===== src/rtl/hbus_pkg.sv =====
package hbus_pkg;

   typedef enum logic [2:0] {
      ST_IDLE,
      ST_CMD,
      ST_LAT,
      ST_WDAT,
      ST_RWAIT,
      ST_RDAT,
      ST_FIN,
      ST_DONE
   } hb_state_e;

   localparam int CA_BYTES = 6;
   localparam int CA_BITS  = 48;
   localparam int ADDR_HI_W = 29;

   function automatic int max3(input int a, input int b, input int c);
      int m;
      m = (a > b) ? a : b;
      return (m > c) ? m : c;
   endfunction

endpackage


===== src/rtl/hbus_ca_word.sv =====
module hbus_ca_word
   import hbus_pkg::*;
#(
   parameter int ROW_W     = 16,
   parameter int ROW_SHIFT = 7
) (
   input  logic             is_read,
   input  logic [ROW_W-1:0] row,
   input  logic [2:0]       byte_sel,
   output logic [7:0]       ca_byte
);

   localparam int WIDE_W = ROW_W + ROW_SHIFT;

   logic [WIDE_W-1:0]    row_wide;
   logic [ADDR_HI_W-1:0] addr_hi;
   logic [CA_BITS-1:0]   ca;
   int unsigned          lane;

   assign row_wide = {row, {ROW_SHIFT{1'b0}}};

   generate
      if (WIDE_W >= ADDR_HI_W) begin : g_trunc
         assign addr_hi = row_wide[ADDR_HI_W-1:0];
      end else begin : g_pad
         assign addr_hi = {{(ADDR_HI_W-WIDE_W){1'b0}}, row_wide};
      end
   endgenerate

   // read flag, memory space (0), linear burst (1), upper address, zero low half
   assign ca = {is_read, 1'b0, 1'b1, addr_hi, 16'h0000};

   always_comb begin
      lane    = (byte_sel < 3'(CA_BYTES)) ? (CA_BYTES - 1 - int'(byte_sel)) : 0;
      ca_byte = ca[lane*8 +: 8];
   end

endmodule


===== src/rtl/hbus_seq.sv =====
module hbus_seq
   import hbus_pkg::*;
#(
   parameter int BURST_LEN = 640,
   parameter int LAT_EDGES = 27,
   parameter int CNT_W     = 10
) (
   input  logic             clk,
   input  logic             rst_n,
   input  logic             req,
   input  logic             dir_write,
   input  logic             rd_start,
   output hb_state_e        state_o,
   output logic [CNT_W-1:0] cnt_o,
   output logic             ck_o,
   output logic             active_o
);

   hb_state_e        state_q;
   logic [CNT_W-1:0] cnt_q;
   logic             ck_q;

   always_comb begin
      active_o = (state_q == ST_CMD)  || (state_q == ST_LAT) ||
                 (state_q == ST_WDAT) || (state_q == ST_RWAIT) ||
                 (state_q == ST_RDAT);
   end

   always_ff @(posedge clk or negedge rst_n) begin
      if (!rst_n) begin
         state_q <= ST_IDLE;
         cnt_q   <= '0;
      end else begin
         unique case (state_q)
            ST_IDLE: begin
               cnt_q <= '0;
               if (req) state_q <= ST_CMD;
            end
            ST_CMD: begin
               if (cnt_q == CNT_W'(CA_BYTES - 1)) begin
                  cnt_q   <= '0;
                  state_q <= dir_write ? ST_LAT : ST_RWAIT;
               end else begin
                  cnt_q <= cnt_q + 1'b1;
               end
            end
            ST_LAT: begin
               if (cnt_q == CNT_W'(LAT_EDGES - 1)) begin
                  cnt_q   <= '0;
                  state_q <= ST_WDAT;
               end else begin
                  cnt_q <= cnt_q + 1'b1;
               end
            end
            ST_WDAT, ST_RDAT: begin
               if (cnt_q == CNT_W'(BURST_LEN - 1)) begin
                  cnt_q   <= '0;
                  state_q <= ST_FIN;
               end else begin
                  cnt_q <= cnt_q + 1'b1;
               end
            end
            ST_RWAIT: begin
               cnt_q <= '0;
               if (rd_start) state_q <= ST_RDAT;
            end
            ST_FIN:  state_q <= ST_DONE;
            ST_DONE: state_q <= ST_IDLE;
            default: state_q <= ST_IDLE;
         endcase
      end
   end

   always_ff @(posedge clk or negedge rst_n) begin
      if (!rst_n)        ck_q <= 1'b0;
      else if (active_o) ck_q <= ~ck_q;
      else               ck_q <= 1'b0;
   end

   assign state_o = state_q;
   assign cnt_o   = cnt_q;
   assign ck_o    = ck_q;

endmodule


===== src/rtl/hbus_rd_capture.sv =====
module hbus_rd_capture #(
   parameter int CNT_W         = 10,
   parameter int IDX_W         = 10,
   parameter bit START_ON_EDGE = 1'b1
) (
   input  logic             clk,
   input  logic             rst_n,
   input  logic             armed,
   input  logic             capturing,
   input  logic [CNT_W-1:0] idx,
   input  logic [7:0]       dq_in,
   input  logic             rwds_in,
   output logic             start,
   output logic             valid_o,
   output logic [7:0]       data_o,
   output logic [IDX_W-1:0] index_o
);

   logic rwds_q;

   always_ff @(posedge clk or negedge rst_n) begin
      if (!rst_n) rwds_q <= 1'b0;
      else        rwds_q <= rwds_in;
   end

   generate
      if (START_ON_EDGE) begin : g_edge
         assign start = armed & rwds_in & ~rwds_q;
      end else begin : g_level
         assign start = armed & rwds_in;
      end
   endgenerate

   always_ff @(posedge clk or negedge rst_n) begin
      if (!rst_n) begin
         valid_o <= 1'b0;
         data_o  <= '0;
         index_o <= '0;
      end else begin
         valid_o <= capturing;
         if (capturing) begin
            data_o  <= dq_in;
            index_o <= idx[IDX_W-1:0];
         end
      end
   end

endmodule


===== src/rtl/hbus_burst_ctrl.sv =====
module hbus_burst_ctrl
   import hbus_pkg::*;
#(
   parameter int ROW_W         = 16,
   parameter int ROW_SHIFT     = 7,
   parameter int BURST_LEN     = 640,
   parameter int LAT_EDGES     = 27,
   parameter bit START_ON_EDGE = 1'b1,
   localparam int IDX_W        = (BURST_LEN > 1) ? $clog2(BURST_LEN) : 1
) (
   input  logic             clk,
   input  logic             rst_n,
   input  logic             req_i,
   input  logic             req_write_i,
   input  logic [ROW_W-1:0] req_row_i,
   output logic             busy_o,
   output logic             done_o,
   input  logic [7:0]       wr_data_i,
   output logic             wr_ready_o,
   output logic             rd_valid_o,
   output logic [7:0]       rd_data_o,
   output logic [IDX_W-1:0] rd_index_o,
   output logic             hb_cs_n_o,
   output logic             hb_ck_o,
   output logic [7:0]       hb_dq_o,
   output logic             hb_dq_oe_o,
   input  logic [7:0]       hb_dq_i,
   output logic             hb_rwds_o,
   output logic             hb_rwds_oe_o,
   input  logic             hb_rwds_i
);

   localparam int MAXC  = max3(BURST_LEN, LAT_EDGES, CA_BYTES);
   localparam int CNT_W = (IDX_W > $clog2(MAXC)) ? IDX_W : $clog2(MAXC);

   generate
      if (BURST_LEN < 2) begin : g_bad_len
         $error("BURST_LEN must be at least 2");
      end
      if (LAT_EDGES < 1) begin : g_bad_lat
         $error("LAT_EDGES must be at least 1");
      end
      if (ROW_W < 1 || ROW_W + ROW_SHIFT > ADDR_HI_W) begin : g_bad_row
         $error("ROW_W + ROW_SHIFT must fit the 29-bit address field");
      end
   endgenerate

   hb_state_e        state;
   logic [CNT_W-1:0] cnt;
   logic             ck_q;
   logic             active;
   logic             rd_start;
   logic             wr_q;
   logic [ROW_W-1:0] row_q;
   logic [7:0]       ca_byte;

   always_ff @(posedge clk or negedge rst_n) begin
      if (!rst_n) begin
         wr_q  <= 1'b0;
         row_q <= '0;
      end else if (state == ST_IDLE && req_i) begin
         wr_q  <= req_write_i;
         row_q <= req_row_i;
      end
   end

   hbus_seq #(
      .BURST_LEN (BURST_LEN),
      .LAT_EDGES (LAT_EDGES),
      .CNT_W     (CNT_W)
   ) i_seq (
      .clk       (clk),
      .rst_n     (rst_n),
      .req       (req_i),
      .dir_write (wr_q),
      .rd_start  (rd_start),
      .state_o   (state),
      .cnt_o     (cnt),
      .ck_o      (ck_q),
      .active_o  (active)
   );

   hbus_ca_word #(
      .ROW_W     (ROW_W),
      .ROW_SHIFT (ROW_SHIFT)
   ) i_ca (
      .is_read  (~wr_q),
      .row      (row_q),
      .byte_sel (cnt[2:0]),
      .ca_byte  (ca_byte)
   );

   hbus_rd_capture #(
      .CNT_W         (CNT_W),
      .IDX_W         (IDX_W),
      .START_ON_EDGE (START_ON_EDGE)
   ) i_cap (
      .clk       (clk),
      .rst_n     (rst_n),
      .armed     (state == ST_RWAIT),
      .capturing (state == ST_RDAT),
      .idx       (cnt),
      .dq_in     (hb_dq_i),
      .rwds_in   (hb_rwds_i),
      .start     (rd_start),
      .valid_o   (rd_valid_o),
      .data_o    (rd_data_o),
      .index_o   (rd_index_o)
   );

   assign hb_cs_n_o    = ~active;
   assign hb_ck_o      = ck_q & active;
   assign hb_dq_oe_o   = (state == ST_CMD) || (state == ST_WDAT);
   assign hb_rwds_oe_o = (state == ST_WDAT);
   assign hb_rwds_o    = 1'b0;
   assign wr_ready_o   = (state == ST_WDAT);
   assign busy_o       = (state != ST_IDLE);
   assign done_o       = (state == ST_DONE);

   always_comb begin
      hb_dq_o = 8'h00;
      if (state == ST_CMD)       hb_dq_o = ca_byte;
      else if (state == ST_WDAT) hb_dq_o = wr_data_i;
   end

endmodule


===== config.mk =====
export PLATFORM = sky130hd
export DESIGN_NAME = hbus_burst_ctrl
export DESIGN_NICKNAME = d
export VERILOG_FILES = /design/src/rtl/hbus_pkg.sv /design/src/rtl/hbus_ca_word.sv /design/src/rtl/hbus_seq.sv /design/src/rtl/hbus_rd_capture.sv /design/src/rtl/hbus_burst_ctrl.sv
export SDC_FILE = /design/constraint.sdc
export NUM_CORES = 1
export LEC_CHECK = 0
export BUFFER_PORTS_ARGS = -buffer_cell sky130_fd_sc_hd__buf_4
export CAP_MARGIN = 20
export CORE_MARGIN = 1
export CORE_UTILIZATION = 52
export DETAILED_ROUTE_END_ITERATION = 12
export GPL_TIMING_DRIVEN = 0
export PLACE_DENSITY = 0.8
export SYNTH_ARGS = -nofsm -noshare
export SYNTH_HDL_FRONTEND = slang
export SYNTH_SLANG_ARGS = --single-unit

===== constraint.sdc =====
create_clock -name clk -period 3 [get_ports clk]
set_input_delay 0.3 -clock clk [delete_from_list [all_inputs] [get_ports clk]]
set_output_delay 0.3 -clock clk [all_outputs]
set_load 0.05 [all_outputs]

==> metrics.cfg <==
[run_status]
status=completed

[placement]
place_congestion=0.857
placed_area_um2=3200
dp_cells=393
io_buffers=70
dpl.hpwl_um=3960
dp_slack_ns=0.112

[routing]
dr_wl_met2_um=2740
dr_wl_met3_um=286
wl_per_cell_um=14.2
drtAntennaViolNets=0
vias=2220
initialDrtViolationCount=195
top_layer_used=met4
routedLengthMet1_um=2560
viasPerCell=5.52
first_pass_iters=4
routed_wl_um=5690
drc=0

[critical_path]
cp-end-kind=flop
r2r_slack_ns=0.19
startpoint_type=flop
worstPathMaxFanout=10
r2r_cells=10
timing.rr.start=i_seq.cnt_o[1]
path_class=flop to flop
r2r_end=i_seq.cnt_o[8]
worst_ep_required_time_ns=3.19
worstPathArrival_ns=3.00
crit_end=i_seq.cnt_o[8]
critPathLaunch=i_seq.cnt_o[1]

[clocking]
clk_pin_slew_ns=0.09
cts-buffers-inserted=5
cts_hold_buf=0
cts_tree=done
cts.sinks=51
clk_latency_ns=0.30
root_buffer=clkbuf_8
htree_levels=2
clk_path_buf_depth=2

[synthesis]
syn_avg_cell_area_um2=10.1
synth_top_area_frac=0.493
synthCells=256
synth.distinct_cells=48
synth_nets=296
synth_edf_count=0
yosys.area.top_type=dfrtp_1
ys_warn_count=0
netlist_area_um2=2590
synth_seq_area_share=0.493
ys_ff_latch=51
synthFlopType=dfrtp_1
async_flop_share=1.00
ys_top_cells_by_area=dfrtp_1 (49%), mux2_2 (10%), nand2_1 (5.7%)

[finish]
nets=374
fin_area_um2=3330
final-seq-area_um2=1280
diodes=0
fin_util=0.701
multi_input_comb_area_um2=1190
fin_cells=402
fillCellCount=398
layout-drive-gt1-share=0.361
area_delta_synth_final_pct=28.9

[die]
die_area_um2=5260
num_rows=25
fp.dieW_um=72.5
coreArea_um2=4750
start_util=0.544
num_io_pins=72
die_h_um=72.5

[global_routing]
grt_pass1_wl_um=9090
grt-ovfl-total=0
grtUsageTotal=0.225
grt_pass1_vias=1918
grt_max_degree=52
grt_antenna_before_repair=0

[power_and_ir_drop]
peakVddDrop_mv=0.681
p_leak_nw=1.62
power.density_nw_per_um2=1140
power_mw=3.79

[timing]
worstMarginPinSlew_ns=0.832
rsz0062_at_grt=no
maxSlewViolCount=0
slew_headroom=0.443
setup_viol=0
hold_violations=0
fin_tns_setup_ns=0
layout_setup_ws_ns=0.186
clock.fmax_ghz=0.355
finalCritPeriodShare=0.938
hold_slack_ns=0.00523
period_needed_ns=2.81
worst_clock_skew_ns=0.00631

[hold_path]
min_path_type=primary input to asynchronous set/reset pin

[job]
max_cap_violations=0

## cell usage in the layout, fill, tap and decap left out, types with 4 or more instances in the layout
cell type | synthesis | routed
o21ai_0 | 13 | 13
nor2_1 | 19 | 19
a22o_1 | 10 | 10
clkbuf_1 | 7 | 7
nand3_1 | 4 | 4
buf_4 | 5 | 75
a22oi_1 | 8 | 8
nand2_1 | 39 | 39
clkbuf_8 | 0 | 6
dfrtp_1 | 51 | 51
a21oi_1 | 9 | 9
nor2b_1 | 4 | 4
mux2_2 | 24 | 24
a31oi_1 | 4 | 4
inv_1 | 7 | 7
## worst max-delay path: stages (launching register included)
cell,delay (ns)
dfrtp_1,0.41
clkbuf_1,0.19
inv_1,0.15
ha_1,0.15
or4bb_1,0.53
nor3_2,0.25
nand4_1,0.19
a311oi_4,0.34
buf_12,0.17
a2bb2oi_1,0.21
o31ai_1,0.10
## Yosys cell counts, drive strengths merged (2+ instances only)
| master | count |
|---|---|
| a22o | 10 |
| mux2 | 24 |
| or4 | 3 |
| o31ai | 4 |
| nor2b | 4 |
| a22oi | 8 |
| nand2 | 39 |
| nor2 | 20 |
| nor4 | 2 |
| dfrtp | 51 |
| a311oi | 2 |
| or3 | 3 |
| nor3 | 4 |
| o21ai | 16 |
| nand3 | 4 |
| a31oi | 4 |
| ha | 3 |
| a21oi | 9 |
| nand2b | 2 |
| inv | 7 |
| a211oi | 2 |
| buf | 9 |
| a21o | 2 |
| clkbuf | 7 |
| and3 | 4 |
## state kept, by name, indices dropped and copies added, names as in the netlist
signal	flops
i_cap.data_o	8
i_cap.index_o	10
i_cap.rwds_q	1
i_cap.valid_o	1
i_seq.ck_o	1
i_seq.cnt_o	10
i_seq.state_o	3
row_q	16
wr_q	1
## power breakdown
group / total, mW / switching [mW] / leakage (nW) / internal, mW
combinational: 2.19 / 1.40 / 0.920 / 0.797
clock: 0.491 / 0.221 / 0.0612 / 0.270
sequential: 1.11 / 0.159 / 0.642 / 0.947
## layer usage
| metal | global-route usage | vias up |
|---|---|---|
| met4 | 0.0806 | 0 |
| met1 | 0.321 | 1084 |
| li1 | - | 1059 |
| met2 | 0.341 | 67 |
| met5 | 0 | - |
| met3 | 0.0472 | 10 |
## area by class of cell
cell class,instances,share of cell area
Timing Repair Buffer,71,0.164
Inverter,8,0.00901
Multi-Input combinational cell,181,0.357
Clock inverter,2,0.0105
Tap cell,67,0.0252
Sequential cell,51,0.383
Buffer,16,0.0270
Clock buffer,6,0.0248
## repair_timing
action	in CTS	in global routing
buffers inserted	0	1
gates resized for setup	0	0
endpoints found under the setup margin	0	7
## cells by family after synthesis
| group | Yosys count | share of synthesized area |
|---|---|---|
| adder cells (fa/ha/maj) | 3 | 0.0145 |
| buffers and inverters | 24 | 0.0464 |
| flip-flops | 51 | 0.493 |
| AND/OR/NAND/NOR | 92 | 0.172 |
| AO/OA/AOI/OAI | 61 | 0.167 |
| other | 1 | 0.00145 |
| multiplexers | 24 | 0.104 |
## worst min path at each step
| stage | endpoint | slack [ns] | cells past startpoint |
|---|---|---|---|
| final | i_cap.index_o[2] | 0.005 | 1 |
| after global placement | i_cap.index_o[2] | 0.36 | 1 |
| after detailed placement | i_cap.index_o[4] | 0.36 | 1 |
| after CTS | i_cap.index_o[4] | 0.03 | 1 |
| after floorplan | i_cap.data_o[0] | 0.004 | 0 |
| after global routing | row_q[0] | 0.05 | 1 |
Power figures use the tool's default switching activity.
